===== src/rtl/dma_chan_pkg.sv =====
package dma_chan_pkg;

  localparam int CTL_W = 16;

  typedef enum logic [1:0] {
    SEQ_IDLE,
    SEQ_RD,
    SEQ_RDW,
    SEQ_WR
  } seqStateT;

  // strobes from control to datapath
  typedef struct packed {
    logic load;     // take configuration values
    logic launch;   // start a run
    logic fault;    // refused misaligned launch
    logic grabRd;   // capture returned read data
    logic advance;  // write accepted: step pointers and count
  } seqStrobeT;

  function automatic logic [5:0] unitBytes(input logic [2:0] code);
    case (code)
      3'd0:    unitBytes = 6'd8;
      3'd2:    unitBytes = 6'd2;
      3'd3:    unitBytes = 6'd4;
      3'd4:    unitBytes = 6'd32;
      default: unitBytes = 6'd1;
    endcase
  endfunction

endpackage


===== src/rtl/dma_chan_ctrl.sv =====
module dma_chan_ctrl
  import dma_chan_pkg::*;
(
  input  logic      clk,
  input  logic      rstN,
  input  logic      cfgWr,
  input  logic      start,
  input  logic      runnable,
  input  logic      aligned,
  input  logic      lastUnit,
  input  logic      reqReady,
  input  logic      rdValid,
  output seqStrobeT stb,
  output logic      reqValid,
  output logic      reqWrite,
  output logic      busy,
  output logic      done
);

  seqStateT stateQ, stateD;
  logic     doneQ, doneD;

  always_comb begin
    stateD = stateQ;
    doneD  = 1'b0;
    stb    = '0;
    case (stateQ)
      SEQ_IDLE: begin
        stb.load = cfgWr;
        if (start && runnable) begin
          if (aligned) begin
            stb.launch = 1'b1;
            stateD     = SEQ_RD;
          end else begin
            stb.fault = 1'b1;
          end
        end
      end
      SEQ_RD: begin
        if (reqReady) stateD = SEQ_RDW;
      end
      SEQ_RDW: begin
        if (rdValid) begin
          stb.grabRd = 1'b1;
          stateD     = SEQ_WR;
        end
      end
      SEQ_WR: begin
        if (reqReady) begin
          stb.advance = 1'b1;
          if (lastUnit) begin
            doneD  = 1'b1;
            stateD = SEQ_IDLE;
          end else begin
            stateD = SEQ_RD;
          end
        end
      end
      default: stateD = SEQ_IDLE;
    endcase
  end

  always_ff @(posedge clk) begin
    if (!rstN) begin
      stateQ <= SEQ_IDLE;
      doneQ  <= 1'b0;
    end else begin
      stateQ <= stateD;
      doneQ  <= doneD;
    end
  end

  assign reqValid = (stateQ == SEQ_RD) || (stateQ == SEQ_WR);
  assign reqWrite = (stateQ == SEQ_WR);
  assign busy     = (stateQ != SEQ_IDLE);
  assign done     = doneQ;

endmodule


===== src/rtl/dma_chan_path.sv =====
module dma_chan_path
  import dma_chan_pkg::*;
#(
  parameter int ADDR_W = 32,
  parameter int CNT_W  = 24,
  parameter int DATA_W = 256
) (
  input  logic              clk,
  input  logic              rstN,
  input  seqStrobeT         stb,
  input  logic              reqWrite,
  input  logic [ADDR_W-1:0] cfgSrc,
  input  logic [ADDR_W-1:0] cfgDst,
  input  logic [CNT_W-1:0]  cfgCnt,
  input  logic [CTL_W-1:0]  cfgCtl,
  input  logic [CNT_W-1:0]  runLimit,
  input  logic [DATA_W-1:0] rdData,
  output logic              runnable,
  output logic              aligned,
  output logic              lastUnit,
  output logic              reqDev,
  output logic              reqBurst,
  output logic [5:0]        reqBytes,
  output logic [ADDR_W-1:0] reqAddr,
  output logic [DATA_W-1:0] reqWdata,
  output logic [ADDR_W-1:0] srcReg,
  output logic [ADDR_W-1:0] dstReg,
  output logic [CNT_W-1:0]  cntReg,
  output logic [CTL_W-1:0]  ctlReg,
  output logic [CNT_W:0]    unitsDone,
  output logic              addrErr
);

  localparam int NPTR = 2;  // index 0 source, 1 destination

  logic [CTL_W-1:0]  ctlQ;
  logic [CNT_W-1:0]  cntQ;
  logic [CNT_W-1:0]  runLeftQ;
  logic              limOnQ;
  logic [CNT_W:0]    unitsQ;
  logic [DATA_W-1:0] bufQ;
  logic              errQ;
  logic [5:0]        bytes;
  logic [NPTR-1:0]   ptrOk;
  logic [ADDR_W-1:0] ptrCur [NPTR];

  assign bytes = unitBytes(ctlQ[6:4]);

  for (genvar p = 0; p < NPTR; p++) begin : gPtr
    logic [ADDR_W-1:0] ptrQ;
    logic [ADDR_W-1:0] ptrNext;
    logic [ADDR_W-1:0] ptrLoad;
    logic [1:0]        mode;

    assign mode    = (p == 0) ? ctlQ[13:12] : ctlQ[15:14];
    assign ptrLoad = (p == 0) ? cfgSrc : cfgDst;

    always_comb begin
      case (mode)
        2'd1:    ptrNext = ptrQ + ADDR_W'(bytes);
        2'd2:    ptrNext = ptrQ - ADDR_W'(bytes);
        default: ptrNext = ptrQ;
      endcase
    end

    assign ptrOk[p]  = ((ptrQ & ADDR_W'(bytes - 6'd1)) == '0);
    assign ptrCur[p] = ptrQ;

    always_ff @(posedge clk) begin
      if (!rstN)            ptrQ <= '0;
      else if (stb.load)    ptrQ <= ptrLoad;
      else if (stb.advance) ptrQ <= ptrNext;
    end
  end

  always_ff @(posedge clk) begin
    if (!rstN) begin
      ctlQ     <= '0;
      cntQ     <= '0;
      runLeftQ <= '0;
      limOnQ   <= 1'b0;
      unitsQ   <= '0;
      bufQ     <= '0;
      errQ     <= 1'b0;
    end else begin
      if (stb.load) begin
        ctlQ <= cfgCtl;
        cntQ <= cfgCnt;
        errQ <= 1'b0;
      end
      if (stb.fault) errQ <= 1'b1;
      if (stb.launch) begin
        unitsQ   <= '0;
        runLeftQ <= runLimit;
        limOnQ   <= (runLimit != '0);
      end
      if (stb.grabRd) bufQ <= rdData;
      if (stb.advance) begin
        cntQ     <= cntQ - CNT_W'(1);
        runLeftQ <= runLeftQ - CNT_W'(1);
        unitsQ   <= unitsQ + (CNT_W+1)'(1);
        if (cntQ == CNT_W'(1)) ctlQ[1] <= 1'b1;
      end
    end
  end

  assign runnable  = ctlQ[0] & ~ctlQ[1];
  assign aligned   = &ptrOk;
  assign lastUnit  = (cntQ == CNT_W'(1)) || (limOnQ && (runLeftQ == CNT_W'(1)));

  assign reqAddr   = reqWrite ? ptrCur[1] : ptrCur[0];
  assign reqDev    = reqWrite ? ctlQ[8] : ctlQ[9];
  assign reqBytes  = bytes;
  assign reqBurst  = (bytes == 6'd32);
  assign reqWdata  = bufQ;

  assign srcReg    = ptrCur[0];
  assign dstReg    = ptrCur[1];
  assign cntReg    = cntQ;
  assign ctlReg    = ctlQ;
  assign unitsDone = unitsQ;
  assign addrErr   = errQ;

endmodule


===== src/rtl/dma_chan_seq.sv =====
module dma_chan_seq
  import dma_chan_pkg::*;
#(
  parameter int ADDR_W = 32,
  parameter int CNT_W  = 24,
  parameter int DATA_W = 256
) (
  input  logic              clk,
  input  logic              rstN,
  input  logic              cfgWr,
  input  logic [ADDR_W-1:0] cfgSrc,
  input  logic [ADDR_W-1:0] cfgDst,
  input  logic [CNT_W-1:0]  cfgCnt,
  input  logic [15:0]       cfgCtl,
  input  logic              start,
  input  logic [CNT_W-1:0]  runLimit,
  output logic              reqValid,
  input  logic              reqReady,
  output logic              reqWrite,
  output logic              reqDev,
  output logic              reqBurst,
  output logic [5:0]        reqBytes,
  output logic [ADDR_W-1:0] reqAddr,
  output logic [DATA_W-1:0] reqWdata,
  input  logic              rdValid,
  input  logic [DATA_W-1:0] rdData,
  output logic [ADDR_W-1:0] srcReg,
  output logic [ADDR_W-1:0] dstReg,
  output logic [CNT_W-1:0]  cntReg,
  output logic [15:0]       ctlReg,
  output logic [CNT_W:0]    unitsDone,
  output logic              busy,
  output logic              done,
  output logic              addrErr
);

  seqStrobeT stb;
  logic      runnable;
  logic      aligned;
  logic      lastUnit;

  dma_chan_ctrl u_ctrl (
    .clk      (clk),
    .rstN     (rstN),
    .cfgWr    (cfgWr),
    .start    (start),
    .runnable (runnable),
    .aligned  (aligned),
    .lastUnit (lastUnit),
    .reqReady (reqReady),
    .rdValid  (rdValid),
    .stb      (stb),
    .reqValid (reqValid),
    .reqWrite (reqWrite),
    .busy     (busy),
    .done     (done)
  );

  dma_chan_path #(
    .ADDR_W (ADDR_W),
    .CNT_W  (CNT_W),
    .DATA_W (DATA_W)
  ) u_path (
    .clk       (clk),
    .rstN      (rstN),
    .stb       (stb),
    .reqWrite  (reqWrite),
    .cfgSrc    (cfgSrc),
    .cfgDst    (cfgDst),
    .cfgCnt    (cfgCnt),
    .cfgCtl    (cfgCtl),
    .runLimit  (runLimit),
    .rdData    (rdData),
    .runnable  (runnable),
    .aligned   (aligned),
    .lastUnit  (lastUnit),
    .reqDev    (reqDev),
    .reqBurst  (reqBurst),
    .reqBytes  (reqBytes),
    .reqAddr   (reqAddr),
    .reqWdata  (reqWdata),
    .srcReg    (srcReg),
    .dstReg    (dstReg),
    .cntReg    (cntReg),
    .ctlReg    (ctlReg),
    .unitsDone (unitsDone),
    .addrErr   (addrErr)
  );

endmodule


===== config.mk =====
export PLATFORM = sky130hd
export DESIGN_NAME = dma_chan_seq
export DESIGN_NICKNAME = d
export VERILOG_FILES = /design/src/rtl/dma_chan_pkg.sv /design/src/rtl/dma_chan_ctrl.sv /design/src/rtl/dma_chan_path.sv /design/src/rtl/dma_chan_seq.sv
export SDC_FILE = /design/constraint.sdc
export NUM_CORES = 1
export LEC_CHECK = 0
export ABC_CLOCK_PERIOD_IN_PS = 4050
export BUFFER_PORTS_ARGS = -buffer_cell sky130_fd_sc_hd__buf_2
export CORE_AREA = 8 8 312 314
export CTS_BUF_LIST = sky130_fd_sc_hd__clkbuf_4 sky130_fd_sc_hd__clkbuf_8
export DETAILED_ROUTE_END_ITERATION = 16
export DIE_AREA = 0 0 320 322
export HOLD_SLACK_MARGIN = 0.06
export PLACE_DENSITY = 0.39
export SLEW_MARGIN = 20
export SYNTH_ARGS = -nofsm -noshare
export SYNTH_HDL_FRONTEND = slang
export SYNTH_SLANG_ARGS = --single-unit

===== constraint.sdc =====
create_clock -name clk -period 4.05 [get_ports clk]
set_clock_uncertainty 0.1 [all_clocks]
set_input_delay 0.405 -clock clk [delete_from_list [all_inputs] [get_ports clk]]
set_output_delay 0.405 -clock clk [all_outputs]
set_load 0.1 [all_outputs]

==> impl_metrics.toml <==
[run_status]
status = "completed"

[sta]
setup_viol = 0
timing.final.ws_setup_ns = 0.219
post-route-period-util_pct = 94.6
final.setup.tns_ns = 0
whs_ns = 0.179
max_freq_mhz = 261
relSlewSlack_pct = 40.2
finalHoldViolCount = 0
min_period_ns = 3.83
drv_slew = 0
tightest_slew_ns = 0.894

[worst_setup_path]
crit_family = "compound AO/OA/AOI/OAI gates"
cp.depth = 16
path_max_fanout = 7
start_kind = "flip-flop"
crit_chain = "nor2_1, nand2_1, ha_1, nand2b_1, ha_1, buf_4, a21oi_1, o21ai_0, buf_4, o41ai_4, o21ai_1, a31oi_1, o21bai_1, a211oi_1, mux2i_1, nand2_1"
rrSetupSlack_ns = 0.22
cp.required_ns = 4.53
ff2ff_path_depth = 16
timing.critical_path.to = "u_path.srcReg[31]"
end_kind = "flip-flop"
reg2reg_from = "u_path.ctlReg[4]"
r2r_end = "u_path.srcReg[31]"
startpoint = "u_path.ctlReg[4]"
path_class = "flip-flop to flip-flop"
slowest_delay_ns = 0.44
cp_num_buf_inv = 2
crit_slowest_cell = "a211oi_1"
crit_arrival_ns = 4.31

[place]
hpwl_um = 81700
placed_area_um2 = 25600
dp_slack_ns = 0.216
portBuffers = 818
gp_congestion = 0.890

[global_route]
grt_use_total_pct = 19.6
grt_max_degree = 114
grt_pass1_wl_um = 156000
antenna_found_initial = 9
grt_pass1_vias = 23900
gr-total-overflow = 0

[floorplan]
io_pins = 820
fp.coreArea_um2 = 92500
rows = 112
die_area_um2 = 103000
die_x_um = 320
fp.dieH_um = 322
start_util_pct = 21.7

[synthesis]
syn_nets = 3106
synth_fa_ha_area_share_pct = 5.01
syn_area_per_cell_um2 = 7.60
netlist_area_um2 = 20000
ys.flop_type = "dfxtp_1"
syn_inst = 2637
yosysWarnings = 0
synth_top_family_by_area = "simple AND/OR/NAND/NOR gates"
synth_edf_count = 0
async_flop_share_pct = 0
synth.area.mux_share_pct = 2.20
synth_compound_area_share_pct = 21.7
yosysSeqAreaShare_pct = 41.4
synth-xor-area-share_pct = 2.01
ys_ff_latch = 414
synth-simple-area-share_pct = 23.8
synth_cell_types = 84

[power]
p_per_area_nw_per_um2 = 491
leakage_nw = 13.8
ir_worst_vdd_mv = 0.298

[clock_tree]
cts.clk_slew.worst_paths_ns = 0.06
clock-sinks = 414
htree_num_levels = 3
cts_root_buf = "clkbuf_8"
cts_made_buffers = 84
clk_latency_ns = 0.70
clock_path_buffers = 3
cts_tree = "built"

[routing]
ant_nets = 0
vias = 23400
drc = 0
drt-vias-per-instance = 4.62
drt_iter0_markers = 1542
wire_per_inst_um = 21.0
wl_um = 106000
first_pass_iters = 5

[min_path]
min_from = "cfgWr"
hp-class = "input pin to flip-flop"

[layout]
final_nets = 4289
design_area_um2 = 31200
final_common_cell = "buf_2"
layout_common_cells = "buf_2, nand2_1, a21oi_1"
post-route-util_pct = 33.8
area_delta_synth_final_pct = 55.8
drive_gt1_share_pct = 28.3

[run]
cap_viol_max_count = 0
## timing repair
action,4_1_cts,5_1_grt
buffers inserted,0,0
endpoints found under the hold margin,385,0
endpoints found under the setup margin,0,6
resized for setup,0,10
hold buffers,390,0
## sequential cells by signal, summed over array words and instances (netlist names)
| signal | cells |
|---|---|
| u_path.cntReg | 24 |
| u_ctrl.stateQ | 2 |
| u_path.runLeftQ | 24 |
| u_path.ctlReg | 16 |
| u_path.unitsDone | 25 |
| u_path.dstReg | 32 |
| u_path.reqWdata | 256 |
| u_path.srcReg | 32 |
| u_ctrl.done | 1 |
| u_path.addrErr | 1 |
| u_path.limOnQ | 1 |
## cell usage after synthesis (6+ instances only)
master	n	area share (%)
a211oi_1	9	0.34
dfxtp_1	414	41
a21oi_1	430	11
nand2_1	727	14
inv_1	35	0.66
xnor2_1	28	1.2
mux2i_1	8	0.40
or2_2	6	0.19
a21o_1	34	1.3
ha_1	77	4.8
and3b_1	6	0.26
and3_1	24	0.75
a311oi_1	31	1.4
nand2b_1	14	0.44
nand4_1	10	0.31
or3_1	13	0.41
a22oi_1	8	0.30
o21bai_1	10	0.37
buf_1	12	0.22
or4_1	7	0.26
nor2b_1	11	0.34
o21ai_0	91	2.3
o21a_1	10	0.37
o211ai_1	20	0.75
a31oi_1	28	0.87
nor4_1	18	0.56
nand3_1	57	1.4
clkbuf_1	149	2.8
nor3_1	36	0.90
nor2_1	156	2.9
a221oi_1	9	0.39
o311ai_0	11	0.48
and2_1	12	0.37
mux2_2	32	1.8
xor2_1	18	0.79
## per-stage QoR
stage / power, mW / instances
floorplan: 9.01 / 2637
global placement: 10.6 / 4541
detailed placement: 10.6 / 4541
CTS: 15.5 / 5067
global route: 16.1 / 5070
finish: 15.3 / 5073
## metal layers
metal	vias to the layer above	track usage, %	part of all wire [%]
li1	11500	-	-
met1	11100	24.2	43
met2	683	32.6	47
met3	165	5.33	6.5
met4	8	6.80	3.0
met5	-	0	0.045
## worst min path at each step
| stage | to | slack [ns] | cells past startpoint |
|---|---|---|---|
| final | u_path.dstReg[29] | 0.18 | 3 |
| after global routing | u_path.dstReg[29] | 0.15 | 3 |
| after CTS | u_path.dstReg[29] | 0.06 | 3 |
| after detailed placement | u_path.reqWdata[172] | 0.34 | 2 |
| after global placement | u_path.reqWdata[119] | 0.34 | 2 |
| after floorplan | u_path.runLeftQ[8] | 0.34 | 2 |
## worst reg2reg max path, cell delays in order, from the launching register on
cell and delay [ns]:
dfxtp_2 0.36, nor2_1 0.14, nand2_1 0.11, ha_1 0.26, nand2b_1 0.31, ha_1 0.37
buf_4 0.16, a21oi_1 0.14, o21ai_0 0.10, buf_4 0.15, o41ai_4 0.33, o21ai_1 0.17
a31oi_1 0.20, o21bai_1 0.09, a211oi_1 0.44, mux2i_1 0.23, nand2_1 0.06
## kinds of logic (layout without fill, tap and decap cells)
family	Yosys count	count (layout)
AO/OA/AOI/OAI	737	737
multiplexers	40	40
buffers and inverters	203	1436
other	1	7
flip-flops	414	414
XOR/XNOR	46	46
adder cells (fa/ha/maj)	79	79
AND/OR/NAND/NOR	1117	1117
## report_power, final
part / switching (mW) / total [mW] / internal [mW]
Clock: 1.98 / 4.48 / 2.50
Combinational: 4.48 / 6.09 / 1.61
Sequential: 0.405 / 4.75 / 4.35
## final cells by class
type / count / area [um^2]
well taps: 1197 / 1500
clock buffers: 127 / 1600
repair buffers: 1264 / 8520
flip-flops and latches: 414 / 8300
multi-input cells: 2020 / 11100
diodes: 6 / 15.0
clock inverters: 9 / 77.6
inverters: 36 / 150
fillers: 10100 / 61300
No activity file was read; power rests on OpenSTA's default activity.
